<file path="config.mk">
export PLATFORM = sky130hd
export DESIGN_NAME = burst_col_gen
export DESIGN_NICKNAME = d
export VERILOG_FILES = /design/src/rtl/burst_col_pkg.sv /design/src/rtl/bcg_len_decode.sv /design/src/rtl/bcg_addr_calc.sv /design/src/rtl/burst_col_gen.sv
export SDC_FILE = /design/constraint.sdc
export NUM_CORES = 1
export LEC_CHECK = 0
export BUFFER_PORTS_ARGS = -buffer_cell sky130_fd_sc_hd__buf_4
export CORE_MARGIN = 2
export CORE_UTILIZATION = 30
export DETAILED_ROUTE_END_ITERATION = 8
export GPL_ROUTABILITY_DRIVEN = 0
export GPL_TIMING_DRIVEN = 0
export MAX_ROUTING_LAYER = met4
export RECOVER_POWER = 50
export SYNTH_ARGS = -nofsm -noshare
export SYNTH_HDL_FRONTEND = slang
export SYNTH_SLANG_ARGS = --single-unit
</file>
<file path="constraint.sdc">
create_clock -name clk -period 6.4 [get_ports clk]
set_clock_uncertainty 0.15 [all_clocks]
set_input_delay 0.96 -clock clk [delete_from_list [all_inputs] [get_ports clk]]
set_output_delay 0.96 -clock clk [all_outputs]
set_load 0.02 [all_outputs]
</file>
<file path="src/rtl/burst_col_pkg.sv">
package burst_col_pkg;
  localparam int LEN_CODE_W = 3;

  // length codes; the three unlisted values are reserved
  localparam logic [LEN_CODE_W-1:0] LEN_1   = 3'b000;
  localparam logic [LEN_CODE_W-1:0] LEN_2   = 3'b001;
  localparam logic [LEN_CODE_W-1:0] LEN_4   = 3'b010;
  localparam logic [LEN_CODE_W-1:0] LEN_8   = 3'b011;
  localparam logic [LEN_CODE_W-1:0] LEN_ROW = 3'b111;

  typedef enum logic {ORD_SEQ = 1'b0, ORD_XOR = 1'b1} order_e;
endpackage

</file>
<file path="src/rtl/bcg_len_decode.sv">
module bcg_len_decode
  import burst_col_pkg::*;
#(
  parameter int COL_W = 8
) (
  input  logic [LEN_CODE_W-1:0] code_i,
  input  logic                  is_write_i,
  input  logic                  single_wr_i,
  output logic [COL_W-1:0]      mask_o,
  output logic                  full_o,
  output logic                  reserved_o
);
  logic [COL_W-1:0] raw_mask;
  logic             raw_full;
  logic             clamp;

  always_comb begin
    raw_mask   = '0;
    raw_full   = 1'b0;
    reserved_o = 1'b0;
    case (code_i)
      LEN_1:   raw_mask = '0;
      LEN_2:   raw_mask = COL_W'(1);
      LEN_4:   raw_mask = COL_W'(3);
      LEN_8:   raw_mask = COL_W'(7);
      LEN_ROW: begin
        raw_mask = '1;
        raw_full = 1'b1;
      end
      default: reserved_o = 1'b1;
    endcase
  end

  assign clamp  = is_write_i & single_wr_i;
  assign mask_o = clamp ? '0 : raw_mask;
  assign full_o = raw_full & ~clamp;
endmodule

</file>
<file path="src/rtl/bcg_addr_calc.sv">
module bcg_addr_calc
  import burst_col_pkg::*;
#(
  parameter int COL_W = 8
) (
  input  logic [COL_W-1:0] start_i,
  input  logic [COL_W-1:0] beat_i,
  input  logic [COL_W-1:0] mask_i,
  input  order_e           order_i,
  output logic [COL_W-1:0] col_o
);
  logic [COL_W-1:0] sum;

  assign sum = start_i + beat_i;

  for (genvar i = 0; i < COL_W; i++) begin : g_bit
    logic moved;
    assign moved    = (order_i == ORD_XOR) ? (start_i[i] ^ beat_i[i]) : sum[i];
    assign col_o[i] = mask_i[i] ? moved : start_i[i];
  end
endmodule

</file>
<file path="src/rtl/burst_col_gen.sv">
module burst_col_gen
  import burst_col_pkg::*;
#(
  parameter int COL_W = 8
) (
  input  logic                  clk,
  input  logic                  rst_n,
  input  logic                  cmd_valid_i,
  input  logic                  cmd_write_i,
  input  logic [COL_W-1:0]      start_col_i,
  input  logic [LEN_CODE_W-1:0] len_code_i,
  input  logic                  wrap_il_i,
  input  logic                  single_wr_i,
  input  logic                  stop_i,
  output logic [COL_W-1:0]      col_o,
  output logic                  col_valid_o,
  output logic                  last_beat_o,
  output logic                  bad_len_o
);
  localparam int SYNC_STAGES = 2;

  // reset: asserted asynchronously, released on the clock
  logic [SYNC_STAGES-1:0] rst_pipe_q;
  logic                   rst_sync_n;

  always_ff @(posedge clk or negedge rst_n) begin
    if (!rst_n) rst_pipe_q <= '0;
    else        rst_pipe_q <= {rst_pipe_q[SYNC_STAGES-2:0], 1'b1};
  end
  assign rst_sync_n = rst_pipe_q[SYNC_STAGES-1];

  // decode of the incoming command
  logic [COL_W-1:0] dec_mask;
  logic             dec_full;
  logic             dec_rsv;

  bcg_len_decode #(.COL_W(COL_W)) u_dec (
    .code_i      (len_code_i),
    .is_write_i  (cmd_write_i),
    .single_wr_i (single_wr_i),
    .mask_o      (dec_mask),
    .full_o      (dec_full),
    .reserved_o  (dec_rsv)
  );

  // burst state
  logic             act_q,   act_n;
  logic [COL_W-1:0] start_q, start_n;
  logic [COL_W-1:0] mask_q,  mask_n;
  logic [COL_W-1:0] beat_q,  beat_n;
  logic             full_q,  full_n;
  order_e           ord_q,   ord_n;
  logic             err_q,   err_n;
  logic             at_end;
  logic             burst_en;

  assign at_end   = act_q & ~full_q & (beat_q == mask_q);
  assign burst_en = cmd_valid_i | act_q;

  always_comb begin
    act_n   = act_q;
    start_n = start_q;
    mask_n  = mask_q;
    beat_n  = beat_q;
    full_n  = full_q;
    ord_n   = ord_q;
    err_n   = err_q | (cmd_valid_i & dec_rsv);
    if (cmd_valid_i) begin
      act_n   = 1'b1;
      start_n = start_col_i;
      mask_n  = dec_mask;
      beat_n  = '0;
      full_n  = dec_full;
      ord_n   = (wrap_il_i && !dec_full) ? ORD_XOR : ORD_SEQ;
    end else if (act_q) begin
      if (stop_i || at_end) act_n = 1'b0;
      else                  beat_n = beat_q + COL_W'(1);
    end
  end

  always_ff @(posedge clk or negedge rst_sync_n) begin
    if (!rst_sync_n) begin
      act_q   <= 1'b0;
      start_q <= '0;
      mask_q  <= '0;
      beat_q  <= '0;
      full_q  <= 1'b0;
      ord_q   <= ORD_SEQ;
    end else if (burst_en) begin
      act_q   <= act_n;
      start_q <= start_n;
      mask_q  <= mask_n;
      beat_q  <= beat_n;
      full_q  <= full_n;
      ord_q   <= ord_n;
    end
  end

  always_ff @(posedge clk or negedge rst_sync_n) begin
    if (!rst_sync_n)      err_q <= 1'b0;
    else if (cmd_valid_i) err_q <= err_n;
  end

  bcg_addr_calc #(.COL_W(COL_W)) u_calc (
    .start_i (start_q),
    .beat_i  (beat_q),
    .mask_i  (mask_q),
    .order_i (ord_q),
    .col_o   (col_o)
  );

  assign col_valid_o = act_q;
  assign last_beat_o = at_end;
  assign bad_len_o   = err_q;


  cmd_start_chk: assert property (@(posedge clk) disable iff (!rst_sync_n)
    cmd_valid_i |=> (col_valid_o && col_o == $past(start_col_i)));


  last_ends_chk: assert property (@(posedge clk) disable iff (!rst_sync_n)
    (last_beat_o && !cmd_valid_i) |=> !col_valid_o);


  upper_fixed_chk: assert property (@(posedge clk) disable iff (!rst_sync_n)
    col_valid_o |-> (((col_o ^ start_q) & ~mask_q) == '0));


  row_no_last_chk: assert property (@(posedge clk) disable iff (!rst_sync_n)
    (col_valid_o && full_q) |-> !last_beat_o);


  stop_ends_chk: assert property (@(posedge clk) disable iff (!rst_sync_n)
    (stop_i && !cmd_valid_i) |=> !col_valid_o);


  single_wr_chk: assert property (@(posedge clk) disable iff (!rst_sync_n)
    (cmd_valid_i && cmd_write_i && single_wr_i) |=> last_beat_o);


  err_sticky_chk: assert property (@(posedge clk) disable iff (!rst_sync_n)
    bad_len_o |=> bad_len_o);


  last_needs_valid_chk: assert property (@(posedge clk) disable iff (!rst_sync_n)
    last_beat_o |-> col_valid_o);
endmodule

</file>
==> out/results.env, run 1 <==
INTERNAL_POWER_uW=276
IO-PIN-COUNT=29
SYNTH_AREA_MM2=0.00163
FIN_CRIT_SH=0.584
CTS_RESIZED=0
WORST_SETUP_HOLD_PATH_CLK_SLEW_NS=0.09
DRT-VIAS-PER-INSTANCE=4.79
NET_SWITCHING_COMPONENT_OF_THE_POWER_uW=117
LARGEST_NET_DEGREE_AT_THE_START_OF_GLOBAL_ROUTING=25
POST_SYNTH_MAIN_AREA_CONTRIBUTORS='sky130_fd_sc_hd__dfrtp_1 (40%), sky130_fd_sc_hd__mux2_2 (6.9%), sky130_fd_sc_hd__ha_1 (6.1%)'
HPWL_DP_UM=2580
YOSYSWARNINGS=0
CTS.HOLD.BUFFERS_ADDED=0
WORST_SETUP_END_KIND='primary output'
CRIT-REG2REG-LAUNCH='beat_q[4]'
FINALWORSTSETUPSLACK_NS=2.66
CRITPATHMAXFANOUT=8
FLOP_AND_LATCH_COUNT_OUT_OF_SYNTHESIS=26
POST-PLACE-CELLS=267
FLOORPLAN_DIE_AREA_MM2=0.00604
GRT_SETUP_UNREPAIRED='no'
GR-USAGE-ALL-LAYERS=0.123
RESULT_OF_THE_RUN='finished, final reports clean'
DETAILEDPLACE.WORSTSLACK_NS=3.01
FLOORPLAN.ROWS=26
P_PER_AREA_mW_PER_MM2=200
CAP_VIOL_MAX_COUNT=0
DRC_ERRORS=0
DR_TOTAL_VIAS=1297
BUFFER_DEPTH_OF_THE_LONGEST_CLOCK_PATH=2
REQUIRED_TIME_AT_THE_ENDPOINT_OF_THE_CRITICAL_PATH_NS=5.29
INITIAL_ANTENNA_VIOLATION_COUNT=0
DRT-TOTAL-WL_UM=3420
FINISH.CELL_COUNT_WITHOUT_FILLERS=271
COUNT_OF_BUFFERS_ADDED_BY_POST_CTS_TIMING_REPAIR_FOR_SETUP=0
DESIGN.FINAL.NETS=229
WORST-SETUP-PATH-TYPE='flip-flop to primary output'
CTS_TREE='built'
GRT_REMAINING_OVERFLOW=0
CLK_LATENCY_NS=0.27
MAPPEDNETLISTNETS=197
SETUP-VIOLATIONS-FINAL=0
ANTENNA_LEFT=0
VIAS_IN_THE_FIRST_GLOBAL_ROUTE=1221
MAX-SLEW-MARGIN-REL=0.339
MAX_TRANSITION_VIOLS_FINAL=0
NETSWITCHINGFRACTION=0.298
DETAIL_ROUTE.ITER0.VIOLATIONS=77
H-TREE-DEPTH=1
SYN-MEAN-INSTANCE-AREA_UM2=9.58
DIODES=0
INITIAL_CORE_UTIL=0.315
CP_DATA_ARRIVAL_TIME_NS=2.63
IRDROPWORSTVDD_V=0.000120
FINAL.MIN_CLOCK_PERIOD_NS=3.74
MIN_FROM='rst_pipe_q[0]'
YOSYSTOPAREACELL='sky130_fd_sc_hd__dfrtp_1'
CLOCK_POWER_SHARE=0.269
LAYOUT.CELLS.MOST_COMMON_LIST='sky130_fd_sc_hd__dfrtp_1 (26), sky130_fd_sc_hd__buf_4 (26), sky130_fd_sc_hd__nor2_1 (16), sky130_fd_sc_hd__a21oi_1 (14)'
COREAREA_MM2=0.00517
CLK_ROOT_BUFFER_CELL='sky130_fd_sc_hd__clkbuf_8'
COMBINATIONALPOWERSHARE=0.252
FINALHOLDVIOLATIONS=0
SYNTH_SEQUENTIAL_AREA_RATIO=0.399
WORSTHOLDPATHCELLS=0
CRITPATHLAUNCHTYPE='flip-flop'
SYN2LAYOUT_AREA_GROWTH_PCT=21.0
POST_SYNTH_INST_COUNT=170
ROUTE.DETAILED.WL_PER_INST_UM=12.6
SHARE_OF_POST_ROUTE_CELLS_WITH_DRIVE_STRENGTH_ABOVE_1=0.254
PLACE.PORT_BUFFERS=27
MIN-DELAY-PATH-CLASS='flip-flop to flip-flop'
DIE_WIDTH_UM=77.7
SYNTHDOMINANTCELLAREASHARE=0.399
REG2REG_SLACK_NS=4.28
WORSTREGTOREGCELLS=6
NFILLCELLS=544
CRIT_PATH_START='beat_q[0]'
POWER.SEQUENTIAL.FRACTION=0.479
NUMCTSBUFFERS=3
SETUP_TNS_NS=0
GLOBAL_ROUTE_WIRE_LENGTH_BEFORE_REPAIR_UM=5740
DIEHEIGHT_UM=77.7
FIRST_PASS_ITERATION_COUNT_OF_THE_DETAILED_ROUTER=4
ACHIEVABLE_FREQ_MHz=268
NUMCLOCKSINKS=26
POWER.STATIC_LEAKAGE_nW=0.874
MAX_SLEW.WORST_PIN.SLEW_NS=0.991
YOSYSUNIQUECELLTYPES=43
## cells in the mapped netlist, drive strengths merged
| master | count |
|---|---|
| o21bai | 1 |
| inv | 8 |
| nor4b | 1 |
| nor3 | 3 |
| dfrtp | 26 |
| xnor2 | 3 |
| or4b | 1 |
| mux2i | 3 |
| nor2b | 3 |
| nand2b | 2 |
| xor2 | 4 |
| fa | 1 |
| o31ai | 3 |
| nand2 | 10 |
| nor2 | 16 |
| a2111oi | 2 |
| o21a | 2 |
| conb | 1 |
| o211ai | 1 |
| or3 | 2 |
| ha | 8 |
| a21o | 3 |
| or4 | 4 |
| clkbuf | 4 |
| mux2 | 12 |
| o22ai | 3 |
| and2 | 1 |
| nand4 | 2 |
| a211oi | 1 |
| buf | 3 |
| nor4 | 3 |
| nand3 | 5 |
| a21oi | 14 |
| nand3b | 1 |
| a31o | 2 |
| a31oi | 1 |
| o21ai | 10 |
## final timing paths
check                                      to
worst max-delay path                 col_o[6]
worst min-delay path            rst_pipe_q[1]
worst max register to register      beat_q[7]
worst min register to register  rst_pipe_q[1]
max in group asynchronous           beat_q[4]
min in group asynchronous         col_valid_o
## sequential cells by signal, summed over array words and instances, names as in the netlist
signal / count
start_q: 8
ord_q: 1
rst_pipe_q: 2
beat_q: 8
col_valid_o: 1
mask_q: 4
bad_len_o: 1
full_q: 1
## per-stage QoR
stage	cell area [µm²]	util	hold WS (ns)	power, mW
6_report	1970	0.381	0.209	0.393
3_3_place_gp	1920	0.371	0.186	0.291
4_1_cts	1970	0.382	0.213	0.401
2_1_floorplan	1630	-	0.157	0.255
5_1_grt	1970	0.381	0.226	0.418
3_5_place_dp	1920	0.371	0.192	0.292
## power by group through the flow
stage / logic, mW / registers [mW] / clock network [mW]
4_1_cts: 0.100 / 0.189 / 0.111
2_1_floorplan: 0.0661 / 0.189 / 0
5_1_grt: 0.110 / 0.192 / 0.116
3_3_place_gp: 0.0991 / 0.192 / 0
6_report: 0.0993 / 0.188 / 0.106
3_5_place_dp: 0.0996 / 0.193 / 0
## cell families after synthesis
| family | share of synthesized area |
|---|---|
| flops | 0.399 |
| xor+xnor | 0.0376 |
| other cells | 0.00230 |
| simple gates | 0.179 |
| mux | 0.106 |
| fa+ha+maj | 0.0737 |
| buf+inv | 0.0399 |
| compound gates | 0.162 |
## area by class of cell
type                       instances  area, µm²  share of cell area
clock buffer                       4       55.1              0.0279
multi-input combinational        129        913               0.463
inverter                           8       30.0              0.0152
timing repair buffer              27        199               0.101
buffer                             7       35.0              0.0178
sequential                        26        651               0.330
tap                               70       87.6              0.0444
## routing by layer
layer  wire length (µm)  GRT usage
met2               1470      0.179
met5                  0          -
met3                112     0.0279
met1               1800      0.171
met4                 34     0.0321
## worst max-delay path, stage by stage (launching register included)
cell	delay (ns)
sky130_fd_sc_hd__dfrtp_1	0.51
sky130_fd_sc_hd__ha_1	0.29
sky130_fd_sc_hd__fa_1	0.22
sky130_fd_sc_hd__a21o_1	0.12
sky130_fd_sc_hd__a21oi_1	0.08
sky130_fd_sc_hd__o21ai_0	0.24
sky130_fd_sc_hd__or4b_2	0.60
sky130_fd_sc_hd__o211ai_1	0.12
sky130_fd_sc_hd__buf_4	0.17
(Power assumes the default switching activity.)
==> inputs of run 2 (changes only) <==
==> constraint.sdc (replaced) <==
create_clock -name clk -period 3 [get_ports clk]
set_clock_uncertainty 0.15 [all_clocks]
set_input_delay 0.45 -clock clk [delete_from_list [all_inputs] [get_ports clk]]
set_output_delay 0.45 -clock clk [all_outputs]
set_load 0.02 [all_outputs]
==> run 2 against run 1 <==
Net effect: clock-buffer cell count unchanged; wire length up 1.1%; critical path depth down 1; largest power group unchanged; design area up 2.9%; non-clock buffer count up 3; setup slack worse by 2.5 ns; global-route usage up 0.20 points.
==> out/results.env, run 2 (synthesis results as in run 1) <==
CLOCK_POWER_SHARE=0.265  # -0.004
NFILLCELLS=537  # -1.3%
FIRST_PASS_ITERATION_COUNT_OF_THE_DETAILED_ROUTER=4  # unchanged
CLK_ROOT_BUFFER_CELL='sky130_fd_sc_hd__clkbuf_8'
FINAL.MIN_CLOCK_PERIOD_NS=2.86
SETUP_TNS_NS=0  # unchanged
DIEHEIGHT_UM=77.7  # unchanged
INITIAL_ANTENNA_VIOLATION_COUNT=0  # unchanged
PLACE.PORT_BUFFERS=27  # unchanged
CPMAXSTAGEDELAYCELL='sky130_fd_sc_hd__dfrtp_2'
MIN-DELAY-PATH-CLASS='flip-flop to flip-flop'
INTERNAL_POWER_uW=595  # +120%
SHARE_OF_POST_ROUTE_CELLS_WITH_DRIVE_STRENGTH_ABOVE_1=0.289  # +0.0355
CAP_VIOL_MAX_COUNT=0  # unchanged
CP_DATA_ARRIVAL_TIME_NS=2.26  # -0.37 ns
COMBINATIONALPOWERSHARE=0.261  # +0.009
ROUTE.DETAILED.WL_PER_INST_UM=12.6  # about the same
H-TREE-DEPTH=1  # unchanged
LAYOUT.CELLS.MOST_COMMON_LIST='sky130_fd_sc_hd__buf_4 (26), sky130_fd_sc_hd__dfrtp_1 (22), sky130_fd_sc_hd__nor2_1 (16), sky130_fd_sc_hd__a21oi_1 (14)'
INITIAL_CORE_UTIL=0.315  # unchanged
MAX_SLEW.WORST_PIN.SLEW_NS=0.985  # -0.00614 ns
NUMCLOCKSINKS=26  # unchanged
MULTI_INPUT_AREA_UM2=948  # +3.8%
BUFFER_DEPTH_OF_THE_LONGEST_CLOCK_PATH=2  # unchanged
WORSTREGTOREGCELLS=6  # unchanged
MIN_TO='rst_pipe_q[1]'
IO-PIN-COUNT=29  # unchanged
DRC_ERRORS=0  # unchanged
FINISH.CELL_COUNT_WITHOUT_FILLERS=274  # +1.1%
WORST_R2R_ENDPOINT='beat_q[7]'
NUMCTSBUFFERS=3  # unchanged
CRITPATHMAXFANOUT=8  # unchanged
MIN_FROM='rst_pipe_q[0]'
DESIGN.FINAL.NETS=232  # +1.3%
LARGEST_REGISTERS='beat_q (8), start_q (8), mask_q (4)'
MAX_TRANSITION_VIOLS_FINAL=0  # unchanged
WORST_SETUP_END_KIND='primary output'
POST-PLACE-CELLS=267  # unchanged
RESULT_OF_THE_RUN='finished, final reports clean'
ANTENNA_LEFT=0  # unchanged
POWER.SEQUENTIAL.FRACTION=0.475  # -0.004
DIE_WIDTH_UM=77.7  # unchanged
GRT_SETUP_UNREPAIRED='no'
FINALINSTANCEAREA_MM2=0.00203  # +2.9%
GLOBAL_ROUTE_WIRE_LENGTH_BEFORE_REPAIR_UM=5800  # +1.1%
VIAS_IN_THE_FIRST_GLOBAL_ROUTE=1225  # +0.33%
REQUIRED_TIME_AT_THE_ENDPOINT_OF_THE_CRITICAL_PATH_NS=2.40  # -2.89 ns
FIN_CRIT_SH=0.953
DIODES=0  # unchanged
FINAL_CORE_UTILIZATION=0.392  # +0.0111
NETSWITCHINGFRACTION=0.299  # +0.000875
FINAL_COMMON_CELL='sky130_fd_sc_hd__buf_4'
DRT-TOTAL-WL_UM=3450  # +1.1%
WORST_SETUP_HOLD_PATH_CLK_SLEW_NS=0.09  # about the same
DR_TOTAL_VIAS=1335  # +2.9%
REGAREA_UM2=656  # +0.77%
FLOORPLAN.ROWS=26  # unchanged
COREAREA_MM2=0.00517  # unchanged
CLK_LATENCY_NS=0.27  # about the same
SETUP-VIOLATIONS-FINAL=0  # unchanged
DRT-VIAS-PER-INSTANCE=4.87  # +1.8%
NET_SWITCHING_COMPONENT_OF_THE_POWER_uW=254  # +120%
MAX-SLEW-MARGIN-REL=0.343  # +0.00409
LARGEST_NET_DEGREE_AT_THE_START_OF_GLOBAL_ROUTING=25  # unchanged
CRITPATHLAUNCHTYPE='flip-flop'
HPWL_DP_UM=2580  # unchanged
SYN2LAYOUT_AREA_GROWTH_PCT=24.5
ACHIEVABLE_FREQ_MHz=350
CTS_TREE='built'
FLOORPLAN_DIE_AREA_MM2=0.00604  # unchanged
WORST-SETUP-PATH-TYPE='flip-flop to primary output'
GR-USAGE-ALL-LAYERS=0.125  # +0.00203
WORSTHOLDPATHCELLS=0  # unchanged
FINALHOLDVIOLATIONS=0  # unchanged
IRDROPWORSTVDD_V=0.000254  # +110%
P_PER_AREA_mW_PER_MM2=418  # +110%
DETAIL_ROUTE.ITER0.VIOLATIONS=74  # -3.9%
CRIT-REG2REG-LAUNCH='beat_q[4]'
MAXIMUM_CELL_STAGE_DELAY_ALONG_THE_CRITICAL_PATH_NS=0.48  # -0.12 ns
POWER.STATIC_LEAKAGE_nW=0.871  # -0.35%
WORSTPATHCELLLIST='ha_1 -> a211oi_1 -> o21ai_0 -> nand2_1 -> mux2i_1 -> xor2_1 -> buf_4'
REG2REG_SLACK_NS=0.88  # -3.40 ns
DPL_CELL_AREA_MM2=0.00192  # unchanged
GRT_REMAINING_OVERFLOW=0  # unchanged
==> run 2: cell types whose count changed in the layout (fill, tap and decap cells not counted), sizes merged <==
cell,previous run,this run
clkbuf,9,11
dlygate4sd3,0,1
==> run 2: metrics by stage <==
step	setup WS (ns)	hold WS [ns]	power [mW]
6_report	0.142	0.210	0.848
5_1_grt	0.0152	0.226	0.902
4_1_cts	0.0357	0.213	0.861
3_5_place_dp	0.121	0.0842	0.623
3_3_place_gp	0.143	0.0834	0.622
2_1_floorplan	0.398	0.00441	0.544
==> run 2: final cells by class <==
class                      instances  share of cell area
buffer                             7              0.0173
sequential                        26               0.323
tap                               70              0.0432
timing repair buffer              30               0.107
clock buffer                       4              0.0271
inverter                           8              0.0148
multi-input combinational        129               0.468
==> run 2: what timing repair did <==
action / 4_1_cts / 5_1_grt
resized for setup: 4 / 8
endpoints found under the setup margin: 1 / 2
endpoints found under the hold margin: 2 / 0
setup buffers: 1 / 1
pin swaps: 0 / 4
hold buffers: 1 / 0
==> run 2: worst max path at each step <==
stage	startpoint	endpoint	slack, ns	depth (start not counted)
final	beat_q[1]	col_o[7]	0.14	7
after global routing	beat_q[1]	col_o[7]	0.02	7
after CTS	beat_q[0]	col_o[6]	0.04	8
after detailed placement	beat_q[0]	col_o[6]	0.12	8
after global placement	beat_q[0]	col_o[6]	0.14	8
after floorplan	beat_q[0]	col_o[6]	0.40	7
==> run 2: worst max-delay path: cells and delay by family, from the launching register on <==
kind	cells	cell delay [ns]
adder cells (fa/ha/maj)	1	0.33
AO/OA/AOI/OAI	2	0.48
XOR/XNOR	1	0.22
multiplexers	1	0.21
flip-flops	1	0.48
AND/OR/NAND/NOR	1	0.09
buffers and inverters	1	0.18
==> run 2: routing by layer <==
metal / up-vias / share of wire / global-route usage
met2: 29 / 0.43 / 0.184
met4: 0 / 0.021 / 0.0321
li1: 681 / - / -
met3: 7 / 0.034 / 0.0279
met1: 618 / 0.52 / 0.173
met5: - / 0 / -
==> run 2: power groups by stage <==
| stage | Combinational, mW | Clock, mW | Sequential, mW |
|---|---|---|---|
| final | 0.221 | 0.224 | 0.403 |
| after global routing | 0.245 | 0.248 | 0.408 |
| after CTS | 0.222 | 0.237 | 0.402 |
| after detailed placement | 0.212 | 0 | 0.411 |
| after global placement | 0.211 | 0 | 0.410 |
| after floorplan | 0.141 | 0 | 0.403 |
